### src/rtl/tsp_pkg.sv
package tsp_pkg;
  typedef enum logic [1:0] {PH_Q1 = 2'd0, PH_Q2 = 2'd1, PH_Q3 = 2'd2, PH_Q4 = 2'd3} phase_t;
  localparam int OPT_W       = 8;
  localparam int OPT_RAT_LSB = 0;
  localparam int OPT_PSA_BIT = 3;
  localparam int OPT_SRC_BIT = 5;
endpackage

### src/rtl/tsp_phase_gen.sv
module tsp_phase_gen (
  input  logic            clk,
  input  logic            rst,
  output tsp_pkg::phase_t ph
);
  always_ff @(posedge clk) begin
    if (rst) ph <= tsp_pkg::PH_Q1;
    else     ph <= tsp_pkg::phase_t'(ph + 2'd1);
  end
endmodule

### src/rtl/tsp_edge_sync.sv
module tsp_edge_sync #(
  parameter int STAGES = 2
) (
  input  logic clk,
  input  logic rst,
  input  logic pin,
  input  logic invert,
  output logic lvl,
  output logic evt
);
  logic [STAGES-1:0] sync_q;
  logic              lvl_d;

  always_ff @(posedge clk) begin
    if (rst) begin
      sync_q <= '0;
      lvl_d  <= 1'b0;
    end else begin
      sync_q <= {sync_q[STAGES-2:0], pin};
      lvl_d  <= lvl;
    end
  end

  // polarity-adjusted level: the active transition is always a rise here
  assign lvl = sync_q[STAGES-1] ^ invert;
  assign evt = lvl & ~lvl_d;
endmodule

### src/rtl/tsp_prescaler.sv
module tsp_prescaler #(
  parameter int PS_W = 8
) (
  input  logic            clk,
  input  logic            rst,
  input  logic            evt,
  input  logic            clr,
  output logic [PS_W-1:0] cnt
);
  always_ff @(posedge clk) begin
    if (rst || clr) cnt <= '0;
    else if (evt)   cnt <= cnt + PS_W'(1);
  end
endmodule

### src/rtl/tmr_shared_ps.sv
module tmr_shared_ps #(
  parameter int TMR_W       = 8,
  parameter int PS_W        = 8,
  parameter int RAT_W       = 3,
  parameter int HOLD_CYC    = 2,
  parameter int SYNC_STAGES = 2
) (
  input  logic             clk,
  input  logic             rst,
  input  logic             wr_en,
  input  logic             wr_sel,
  input  logic [TMR_W-1:0] wr_data,
  input  logic             wdt_tick_in,
  input  logic             wdt_clr,
  input  logic             ext_clk,
  input  logic             edge_fall,
  output logic [TMR_W-1:0] tmr_val,
  output logic             tmr_ovf,
  output logic             wdt_tick_out
);
  import tsp_pkg::*;

  localparam int HOLD_W = $clog2(HOLD_CYC + 1);

  phase_t                ph;
  logic [OPT_W-1:0]      opt_q;
  logic                  opt_psa, opt_src;
  logic [RAT_W-1:0]      opt_rat;
  logic                  wr_tmr, wr_opt;
  logic                  q2, q4;
  logic                  ext_lvl, ext_evt;
  logic                  ps_evt, ps_clr;
  logic [PS_W-1:0]       ps_cnt;
  logic [PS_W-1:0]       wd_mask;
  logic                  src_lvl, samp_q, pend_q, rise_now, direct_int, inc;
  logic [HOLD_W-1:0]     hold_q;

  assign opt_psa = opt_q[OPT_PSA_BIT];
  assign opt_src = opt_q[OPT_SRC_BIT];
  assign opt_rat = opt_q[OPT_RAT_LSB +: RAT_W];
  assign wr_tmr  = wr_en & ~wr_sel;
  assign wr_opt  = wr_en &  wr_sel;
  assign q2      = (ph == PH_Q2);
  assign q4      = (ph == PH_Q4);

  tsp_phase_gen u_phase (.clk(clk), .rst(rst), .ph(ph));

  tsp_edge_sync #(.STAGES(SYNC_STAGES)) u_sync (
    .clk(clk), .rst(rst), .pin(ext_clk), .invert(edge_fall),
    .lvl(ext_lvl), .evt(ext_evt)
  );

  // one counter, one owner: the watchdog tick or the timer count source
  assign ps_evt = opt_psa ? wdt_tick_in : (opt_src ? ext_evt : q4);
  assign ps_clr = opt_psa ? wdt_clr : wr_tmr;

  tsp_prescaler #(.PS_W(PS_W)) u_ps (
    .clk(clk), .rst(rst), .evt(ps_evt), .clr(ps_clr), .cnt(ps_cnt)
  );

  // tap n falls every 2^(n+1) events; its inverse rises there
  assign src_lvl    = opt_psa ? ext_lvl : ~ps_cnt[opt_rat];
  assign direct_int = opt_psa & ~opt_src;

  // two sample points per instruction cycle
  always_ff @(posedge clk) begin
    if (rst) begin
      samp_q <= 1'b0;
      pend_q <= 1'b0;
    end else if (q2) begin
      samp_q <= src_lvl;
      pend_q <= src_lvl & ~samp_q;
    end else if (q4) begin
      samp_q <= src_lvl;
      pend_q <= 1'b0;
    end
  end

  assign rise_now = pend_q | (src_lvl & ~samp_q);
  assign inc      = direct_int | rise_now;

  always_ff @(posedge clk) begin
    if (rst) begin
      opt_q <= '0;
    end else if (wr_opt) begin
      opt_q <= wr_data[OPT_W-1:0];
    end
  end

  always_ff @(posedge clk) begin
    if (rst) begin
      tmr_val <= '0;
      tmr_ovf <= 1'b0;
      hold_q  <= '0;
    end else if (wr_tmr) begin
      tmr_val <= wr_data;
      tmr_ovf <= 1'b0;
      hold_q  <= HOLD_W'(HOLD_CYC);
    end else begin
      tmr_ovf <= 1'b0;
      if (q4) begin
        if (hold_q != '0) begin
          hold_q <= hold_q - HOLD_W'(1);
        end else if (inc) begin
          tmr_val <= tmr_val + TMR_W'(1);
          tmr_ovf <= &tmr_val;
        end
      end
    end
  end

  assign wd_mask = (PS_W'(1) << opt_rat) - PS_W'(1);

  always_ff @(posedge clk) begin
    if (rst) begin
      wdt_tick_out <= 1'b0;
    end else if (opt_psa) begin
      wdt_tick_out <= wdt_tick_in & ~wdt_clr & ((ps_cnt & wd_mask) == wd_mask);
    end else begin
      wdt_tick_out <= wdt_tick_in;
    end
  end
endmodule

### config.mk
export PLATFORM = sky130hd
export DESIGN_NAME = tmr_shared_ps
export DESIGN_NICKNAME = d
export VERILOG_FILES = /design/src/rtl/tsp_pkg.sv /design/src/rtl/tsp_phase_gen.sv /design/src/rtl/tsp_edge_sync.sv /design/src/rtl/tsp_prescaler.sv /design/src/rtl/tmr_shared_ps.sv
export SDC_FILE = /design/constraint.sdc
export NUM_CORES = 1
export LEC_CHECK = 0
export ABC_AREA = 1
export BUFFER_PORTS_ARGS = -buffer_cell sky130_fd_sc_hd__buf_4
export CORE_MARGIN = 1
export CORE_UTILIZATION = 41
export DETAILED_ROUTE_END_ITERATION = 12
export HOLD_SLACK_MARGIN = 0.1
export SLEW_MARGIN = 20
export SYNTH_ARGS = -nofsm -noshare
export SYNTH_HDL_FRONTEND = slang
export SYNTH_SLANG_ARGS = --single-unit
### constraint.sdc
create_clock -name clk -period 1.5 [get_ports clk]
set_input_delay 0 -clock clk [delete_from_list [all_inputs] [get_ports clk]]
set_output_delay 0 -clock clk [all_outputs]
set_load 0.005 [all_outputs]
---- Word-level counts from Yosys, hierarchy flattened ----
Index checks and enable logic that the tools add are counted.
operators by class
  bitwise logic cells ..................... 19
  eq/ne operators ......................... 4
  muxes and demuxes ....................... 18
  $add $sub $neg .......................... 5
  shift operators ......................... 1
  magnitude comparators ................... 1
  reductions and logical operators ........ 12
operator list
  kind                   number
  $mux W8                4
  $add A8 B1 Y8 const B  2
  $mux W1                10
  $reduce_bool A2 Y1     5
  $and A8 B8 Y8          1
  $eq A8 B8 Y1           1
  $not A1 Y1             8
  $reduce_and A8 Y1      1
  $shl A1 B3 Y8 const A  1
  $sub A8 B2 Y8 const B  1
  $and A1 B1 Y1          7
  $mux W2                3
  $reduce_or A5 Y1       1
  $lt A3 B4 Y1 const B   1
  $reduce_and A2 Y1      2
  $bmux W1 S3            1
  $reduce_and A3 Y1      1
  $add A2 B1 Y2 const B  1
  $eq A2 B1 Y1 const B   1
  $eq A2 B2 Y1 const B   1
  $ne A2 B2 Y1 const B   1
  $or A1 B1 Y1           2
  $reduce_or A2 Y1       1
  $sub A2 B1 Y2 const B  1
  other kinds (2)        2
storage, ports and cells
  logic and storage cells ................. 72
  bits of input ports ..................... 16
  register bits ........................... 33
  output and inout bits ................... 10

---- Logic depth before layout (Yosys ltp) ----
Gate-level depths: netlist of run 1.
  word-level depth ........................ 11
  gate-level depth with buffers ........... 13
  gate-level depth less buffers ........... 12

---- Cells and area by module ----
From an unflattened synthesis of run 1, not the netlist that was laid out.
second synthesis, totals
  cells, all modules ...................... 249
  area, all modules ....................... 1809.2 um2
modules (own cells, without submodules)
  module         seq. area each (um2)  area each (um2)  instances  cells each
  tmr_shared_ps  380.4                 1261.2           1          176
  tsp_prescaler  160.2                 377.9            1          50
  tsp_edge_sync  60.1                  107.6            1          15
  tsp_phase_gen  40.0                  62.6             1          8

---- Worst setup path before layout of run 1 ----
No wires, ideal clock.
  kind .................................... register to register
  start ................................... register opt_q[0]
  end ..................................... register wdt_tick_out
  setup time .............................. 0.133 ns
  setup slack ............................. -0.054 ns
  clock period less this slack ............ 1.554 ns
  buffers on the path ..................... 1
  stages on the path, launching flop included .. 11
  data arrival time ....................... 1.421 ns
  cells stage by stage .................... dfxtp_1 > buf_6 > inv_6 > nand2_1 > nor2_1 > inv_1 > ha_1 > nor4_1 > o21bai_1 > a31oi_1 > nor3_1
between the ends
  longest elaborated chain between the ends .. 6
RTL lines
  what                    RTL line              text
  from (decl)             tmr_shared_ps.sv:26   logic [OPT_W-1:0] opt_q;
  from (signal assigned)  tmr_shared_ps.sv:86   opt_q <= wr_data[OPT_W-1:0];
  $shl A1 B3 Y8 (*)       tmr_shared_ps.sv:112  assign wd_mask = (PS_W'(1) << opt_rat) - PS_W'(1);
  $sub A8 B2 Y8 (*)       tmr_shared_ps.sv:112
  $and A8 B8 Y8           tmr_shared_ps.sv:118  wdt_tick_out <= wdt_tick_in & ~wdt_clr & ((ps_cnt & wd_mask) == wd_mask);
  $eq A8 B8 Y1 (*)        tmr_shared_ps.sv:118
  $and A1 B1 Y1 (*)       tmr_shared_ps.sv:118
  $mux W1 (*)             tmr_shared_ps.sv:117  end else if (opt_psa) begin
  to (signal assigned)    tmr_shared_ps.sv:118
  to (signal assigned)    tmr_shared_ps.sv:120  wdt_tick_out <= wdt_tick_in;
  to (decl)               tmr_shared_ps.sv:19   output logic wdt_tick_out
Every way passes the cells marked *; elsewhere a longest branch is shown, timed or not.
A chain may end at the register's enable or synchronous reset.

---- Worst setup path in the final report of run 1 ----
  start ................................... register tmr_val[3]
  end ..................................... register tmr_val[7]
between the ends
  longest elaborated chain between the ends .. 5
RTL lines
  what                    RTL line              text
  from (decl)             tmr_shared_ps.sv:17   output logic [TMR_W-1:0] tmr_val,
  from (signal assigned)  tmr_shared_ps.sv:96   tmr_val <= wr_data;
  from (signal assigned)  tmr_shared_ps.sv:105  tmr_val <= tmr_val + TMR_W'(1);
  $add A8 B1 Y8           tmr_shared_ps.sv:105
  $mux W8                 tmr_shared_ps.sv:104  end else if (inc) begin
  $mux W8                 tmr_shared_ps.sv:102  if (hold_q != '0) begin
  $mux W8                 tmr_shared_ps.sv:101  if (q4) begin
  $mux W8                 tmr_shared_ps.sv:95   end else if (wr_tmr) begin
No other way between the ends. The select of a mux whose other input is x is not followed.

==> metrics.yaml, run 1 <==
outcome:
  outcome: "finished with violations"
  violations: "negative setup slack"
logic_synthesis:
  synth-edff-count: 0
  syn_inst: 242
  synth.most_common_cell: "nand2_1"
  synth_area_leader_cell: "dfxtp_1"
  synth_area_per_cell_um2: 7.06
  synth.net_count: 263
  synthTopCellsByArea: "dfxtp_1, nand2_1, a21oi_1"
  async_reset_ff_share_pct: 0
  synth.cell_area_um2: 1710
  synthTopCellsByCount: "nand2_1, dfxtp_1, inv_1"
  synth_warnings: 0
  synth_cell_types: 32
  synthFlopType: "dfxtp_1"
  synth_seq_area_share_pct: 37.5
  ys_ff_latch: 32
  synth_top_area_share_pct: 37.5
grt:
  antenna_found_initial: 0
  grt_pass1_wl_um: 7480
  grtUsageTotal_pct: 22.4
  overflow: 0
  grt_max_degree: 19
  grt_pass1_vias: 1653
layout:
  drive_above_1_share_pct: 35.8
  final_core_util_pct: 63.6
  num_antenna_cells: 0
  fillers: 361
  area_delta_synth_final_pct: 48.8
  finalNetCount: 334
  final_cell_area_um2: 2540
sta:
  layout_worst_path_cycle_share_pct: 101
  fin_crit_ns: 1.52
  finalHoldViolCount: 0
  setup_ws_ns: -0.0157
  grt_setup_unrepaired: "yes"
  tightest_slew_ns: 0.377
  setup_viol: 1
  maxSlewViolCount: 0
  fin_skew_ns: 0.00537
  fmax_ghz: 0.660
  max_slew_margin_pct: 74.8
clock_tree:
  clock_sinks: 32
  clk_path_buf_depth: 2
  clockRootBuffer: "clkbuf_8"
  cts_tree: "built"
  htreeDepth: 2
  cts_buffers: 5
  clk_pin_slew_worst_paths_ns: 0.07
  worstSkewPairLatency_ns: 0.28
floorplanning:
  fp.dieArea_um2: 4430
  fp.dieH_um: 66.6
  fp.dieW_um: 66.6
  ios: 26
  start_util_pct: 42.7
  coreArea_um2: 4000
  placementRows: 23
worst_setup_path:
  critPathKind: "flop to flop"
  r2r-start: "tmr_val[3]"
  startpoint: "tmr_val[3]"
  path_cells: "nand2_1 -> nor3_1 -> nand3_1 -> a31oi_1 -> nand2_2 -> a21oi_2"
  cp_max_fo: 5
  r2r_slack_ns: -0.02
  cp.required_ns: 1.72
  crit_family: "simple AND/OR/NAND/NOR gates"
  crit_slowest_cell: "dfxtp_1"
  crit_path_start_kind: "flop"
  endpoint_kind: "flop"
  cpPeakStageDelay_ns: 0.44
  r2r-end: "tmr_val[7]"
  arrival_ns: 1.74
  worstRegToRegCells: 6
  cp_num_buf_inv: 0
power_and_ir_drop:
  p_leak_nw: 1.07
  cellPowerDensity_nw_per_um2: 813
  power_mw: 2.07
  vdd_drop_max_mv: 0.513
drt:
  dr.pass1.iters: 4
  wl_um: 4510
  drt_iter0_markers: 130
  vias: 1815
  drc: 0
  drtAntennaViolNets: 0
  vias_per_cell: 5.00
  routedWlPerCell_um: 12.4
run:
  cap_violations: 0
placed_design:
  dp_hpwl_um: 3050
  placed_area_um2: 2150
  io_buffers: 25
  gp_congestion: 0.870
min_path:
  holdPathEnd: "wdt_tick_out"
  holdPathStages: 4
  min_from: "wdt_clr"
  worst_hold_path_type: "primary input to flop"
-- area by class of cell --
type,instances,area (um2),share of cell area [%]
clock inverters,1,5.00,0.197
clock buffers,6,72.6,2.85
repair buffers,68,544,21.4
flip-flops and latches,32,652,25.6
multi-input cells,179,1090,43.1
well taps,50,62.6,2.46
inverters,27,111,4.38
-- per-layer routing --
metal	up-vias	GRT usage, %	share of wire [%]
met5	-	0	0
met4	0	9.57	2.5
met3	12	5.14	3.9
met2	45	35.7	47
met1	813	28.5	46
li1	945	-	-
-- registers in the layout, indices dropped and copies added, names as in the netlist --
register	flops
u_sync.lvl_d	1
u_sync.sync_q	2
samp_q	1
pend_q	1
u_phase.ph	2
u_ps.cnt	8
hold_q	2
tmr_val	8
tmr_ovf	1
opt_q	5
wdt_tick_out	1
-- worst max path at each step --
stage | end | slack [ns] | cells past startpoint
3_5_place_dp | wdt_tick_out | -0.12 | 12
6_report | tmr_val[7] | -0.02 | 6
2_1_floorplan | wdt_tick_out | -0.008 | 10
5_1_grt | wdt_tick_out | -0.13 | 12
3_3_place_gp | wdt_tick_out | -0.1 | 12
4_1_cts | wdt_tick_out | -0.02 | 9
-- worst register-to-register path, cell delays in order (launching register included) --
cell     delay, ns
dfxtp_1       0.44
nand2_1       0.11
nor3_1        0.33
nand3_1       0.12
a31oi_1       0.27
nand2_2       0.09
a21oi_2       0.11
-- kinds of logic (layout without fill, tap and decap cells) --
kind of cell	count (synthesis)	count (layout)	synth area share [%]
compound gates	52	52	16.8
fa+ha+maj	5	5	3.66
xor+xnor	6	6	3.08
buf+inv	32	102	7.76
simple gates	115	116	31.2
flops	32	32	37.5
-- power by group --
group / total, mW / leakage, nW / switching (mW) / internal, mW
Combinational: 0.495 / 0.763 / 0.257 / 0.239
Clock: 0.640 / 0.0410 / 0.324 / 0.315
Sequential: 0.932 / 0.264 / 0.0380 / 0.894
Total: 2.07 / 1.07 / 0.619 / 1.45
-- cells in the final DEF (no fill, tap or decap), types with 6 or more instances in the layout --
cell type,netlist,final
a21oi_1,22,20
o21ai_0,20,15
inv_1,25,22
dlygate4sd3_1,0,12
nand3_1,16,15
nor2_1,24,21
nand2_2,2,6
dfxtp_2,0,6
nand2_1,53,47
buf_4,0,55
dfxtp_1,32,25
-- through the flow --
step	hold WS (ns)	TNS [ns]	instances	setup slack [ns]
after floorplan	0.107	-0.00775	242	-0.00775
after global placement	0.202	-0.251	339	-0.0960
after detailed placement	0.210	-0.667	339	-0.121
after CTS	0.101	-0.0243	360	-0.0243
after global routing	0.161	-0.860	363	-0.134
final	0.108	-0.0157	363	-0.0157
-- timing repair --
item	in CTS	in global routing
endpoints found under the hold margin	22	0
endpoints found under the setup margin	11	16
hold buffers	12	0
gates cloned	1	0
resized for setup	14	33
pin swaps	1	9
setup buffers	2	3
(Power assumes the default switching activity.)
==> run 2: changes to the inputs <==
Settings changed: CORE_ASPECT_RATIO from default to 0.6, PLACE_DENSITY_LB_ADDON from default to 0.2, SETUP_SLACK_MARGIN from default to 0.15.
==> run 2 against run 1 <==
Compared with the run above: the flow still finishes with violations (negative setup slack); sequential power increased by 1%; cell count is 1.7% higher; count of clock-buffer cells in the layout unchanged; worst setup slack worse by 0.044 ns; die area up 0.18%; total power increased by 7.4%; first-iteration DRC count shrank 30%; highest routed layer unchanged.
==> metrics.yaml, run 2 (same netlist as run 1, synthesis figures left out) <==
run:
  cap_violations: 0  # unchanged
power_and_ir_drop:
  vdd_drop_max_mv: 0.454  # was 0.513 mV
  cellPowerDensity_nw_per_um2: 799  # was 813 nW/um2
  p_leak_nw: 1.19  # was 1.07 nW
clock_tree:
  htreeDepth: 2  # unchanged
  clk_path_buf_depth: 2  # unchanged
  clock_sinks: 32  # unchanged
  clockRootBuffer: "clkbuf_8"  # unchanged
  cts_tree: "built"  # unchanged
  worstSkewPairLatency_ns: 0.29  # was 0.28 ns
  cts_buffers: 5  # unchanged
  clk_pin_slew_worst_paths_ns: 0.06  # was 0.07 ns
sta:
  maxSlewViolCount: 0  # unchanged
  fin_skew_ns: 0.00681  # was 0.00537 ns
  fmax_ghz: 0.641  # was 0.660 GHz
  fin_crit_ns: 1.56  # was 1.52 ns
  layout_worst_path_cycle_share_pct: 104  # was 101%
  tightest_slew_ns: 0.312  # was 0.377 ns
  setup_ws_ns: -0.0594  # was -0.0157 ns
  setup_viol: 10  # was 1
  max_slew_margin_pct: 79.0  # was 74.8%
  finalHoldViolCount: 0  # unchanged
  grt_setup_unrepaired: "yes"  # unchanged
floorplanning:
  coreArea_um2: 3830  # was 4000 um2
  fp.dieH_um: 52.0  # was 66.6 um
  placementRows: 17  # was 23
  fp.dieW_um: 85.4  # was 66.6 um
  start_util_pct: 44.6  # was 42.7%
  ios: 26  # unchanged
  fp.dieArea_um2: 4440  # was 4430 um2
worst_setup_path:
  cp.required_ns: 1.68  # was 1.72 ns
  cp_max_fo: 4  # was 5
  crit_path_start_kind: "flop"  # unchanged
  arrival_ns: 1.74  # about the same
  critPathKind: "flop to flop"  # unchanged
  endpoint_kind: "flop"  # unchanged
layout:
  fillers: 294  # was 361
  drive_above_1_share_pct: 44.1  # was 35.8%
  area_delta_synth_final_pct: 62.7  # was 48.8%
  num_antenna_cells: 0  # unchanged
  finalNetCount: 342  # was 334
  final_cell_area_um2: 2780  # was 2540 um2
  largestRegisters: "tmr_val: 8 flops, u_ps.cnt: 8 flops, opt_q: 5 flops"  # unchanged
  mostFrequentLayoutCell: "buf_4"  # unchanged
  layout_common_cells: "buf_4, nand2_1, dfxtp_1"  # unchanged
drt:
  drc: 0  # unchanged
  drt_iter0_markers: 91  # was 130
  dr.pass1.iters: 4  # unchanged
  routedWlPerCell_um: 14.1  # was 12.4 um
  wl_um: 5200  # was 4510 um
  vias: 1869  # was 1815
  drtAntennaViolNets: 0  # unchanged
  vias_per_cell: 5.07  # was 5.00
placed_design:
  placed_area_um2: 2170  # was 2150 um2
  gp_congestion: 0.859  # was 0.870
  dp_worst_setup_slack_ns: -0.177  # was -0.121 ns
  dp_hpwl_um: 3420  # was 3050 um
  io_buffers: 25  # unchanged
grt:
  grtUsageTotal_pct: 24.2  # was 22.4%
  grt_pass1_wl_um: 7960  # was 7480 um
  overflow: 0  # unchanged
  grt_max_degree: 18  # was 19
  antenna_found_initial: 0  # unchanged
  grt_pass1_vias: 1695  # was 1653
min_path:
  worst_hold_path_type: "primary input to flop"  # unchanged
outcome:
  outcome: "finished with violations"  # unchanged
  violations: "negative setup slack"  # unchanged
run 2: layout make-up:
class / instances / area, um2 / area share, %
well taps: 47 / 58.8 / 2.12
inverters: 27 / 111 / 4.01
clock buffers: 6 / 82.6 / 2.97
clock inverters: 2 / 10.0 / 0.360
flip-flops and latches: 32 / 654 / 23.5
repair buffers: 76 / 639 / 23.0
multi-input cells: 179 / 1220 / 44.0
run 2: worst max-delay path, cell delays in order, from the launching register on:
cell and delay, ns:
dfxtp_2 0.36, xor2_4 0.20, nand2_1 0.09, nand2_2 0.09, o21ai_4 0.09, nor3_4 0.23
nand2_2 0.11, nor2_2 0.14, nand2_1 0.06, nand2_1 0.05, nor2_1 0.04
run 2: timing repair:
item / 4_1_cts / 5_1_grt
pin swaps: 12 / 17
resized for setup: 45 / 42
gates cloned: 1 / 0
hold buffers: 11 / 0
setup endpoints to repair: 17 / 21
endpoints found under the hold margin: 12 / 0
setup buffers: 6 / 5
run 2: final timing paths:
| path | from | to | slack [ns] | depth (start not counted) |
|---|---|---|---|---|
| max | u_sync.sync_q[1] | u_ps.cnt[6] | -0.06 | 10 |
| min | rst | opt_q[3] | 0.1 | 4 |
| max reg2reg | u_sync.sync_q[1] | u_ps.cnt[6] | -0.06 | 10 |
| min reg2reg | u_sync.sync_q[0] | u_sync.sync_q[1] | 0.40 | 2 |
run 2: metrics by stage:
stage                     TNS [ns]  hold WS [ns]  power [mW]  cells  utilization [%]
final                       -0.230        0.0984        2.22    369             72.6
after global routing         -1.60         0.119        2.33    369             72.6
after CTS                        0         0.101        2.14    364             67.1
after detailed placement     -1.16         0.216        1.34    338             56.6
after global placement      -0.706         0.207        1.33    338             56.6
after floorplan           -0.00775         0.107        1.17    242                -
run 2: per-layer routing:
metal / up-vias / wire length, um / global-route usage, %
li1: 966 / - / -
met1: 851 / 2640 / 34.4
met2: 47 / 2230 / 35.6
met3: 5 / 288 / 5.87
met4: 0 / 43 / 8.33
met5: - / 0 / 0
run 2: power by group:
part | switching [mW] | total [mW] | internal, mW
clock network | 0.330 | 0.696 | 0.366
registers | 0.0493 | 0.944 | 0.895
logic | 0.302 | 0.581 | 0.279
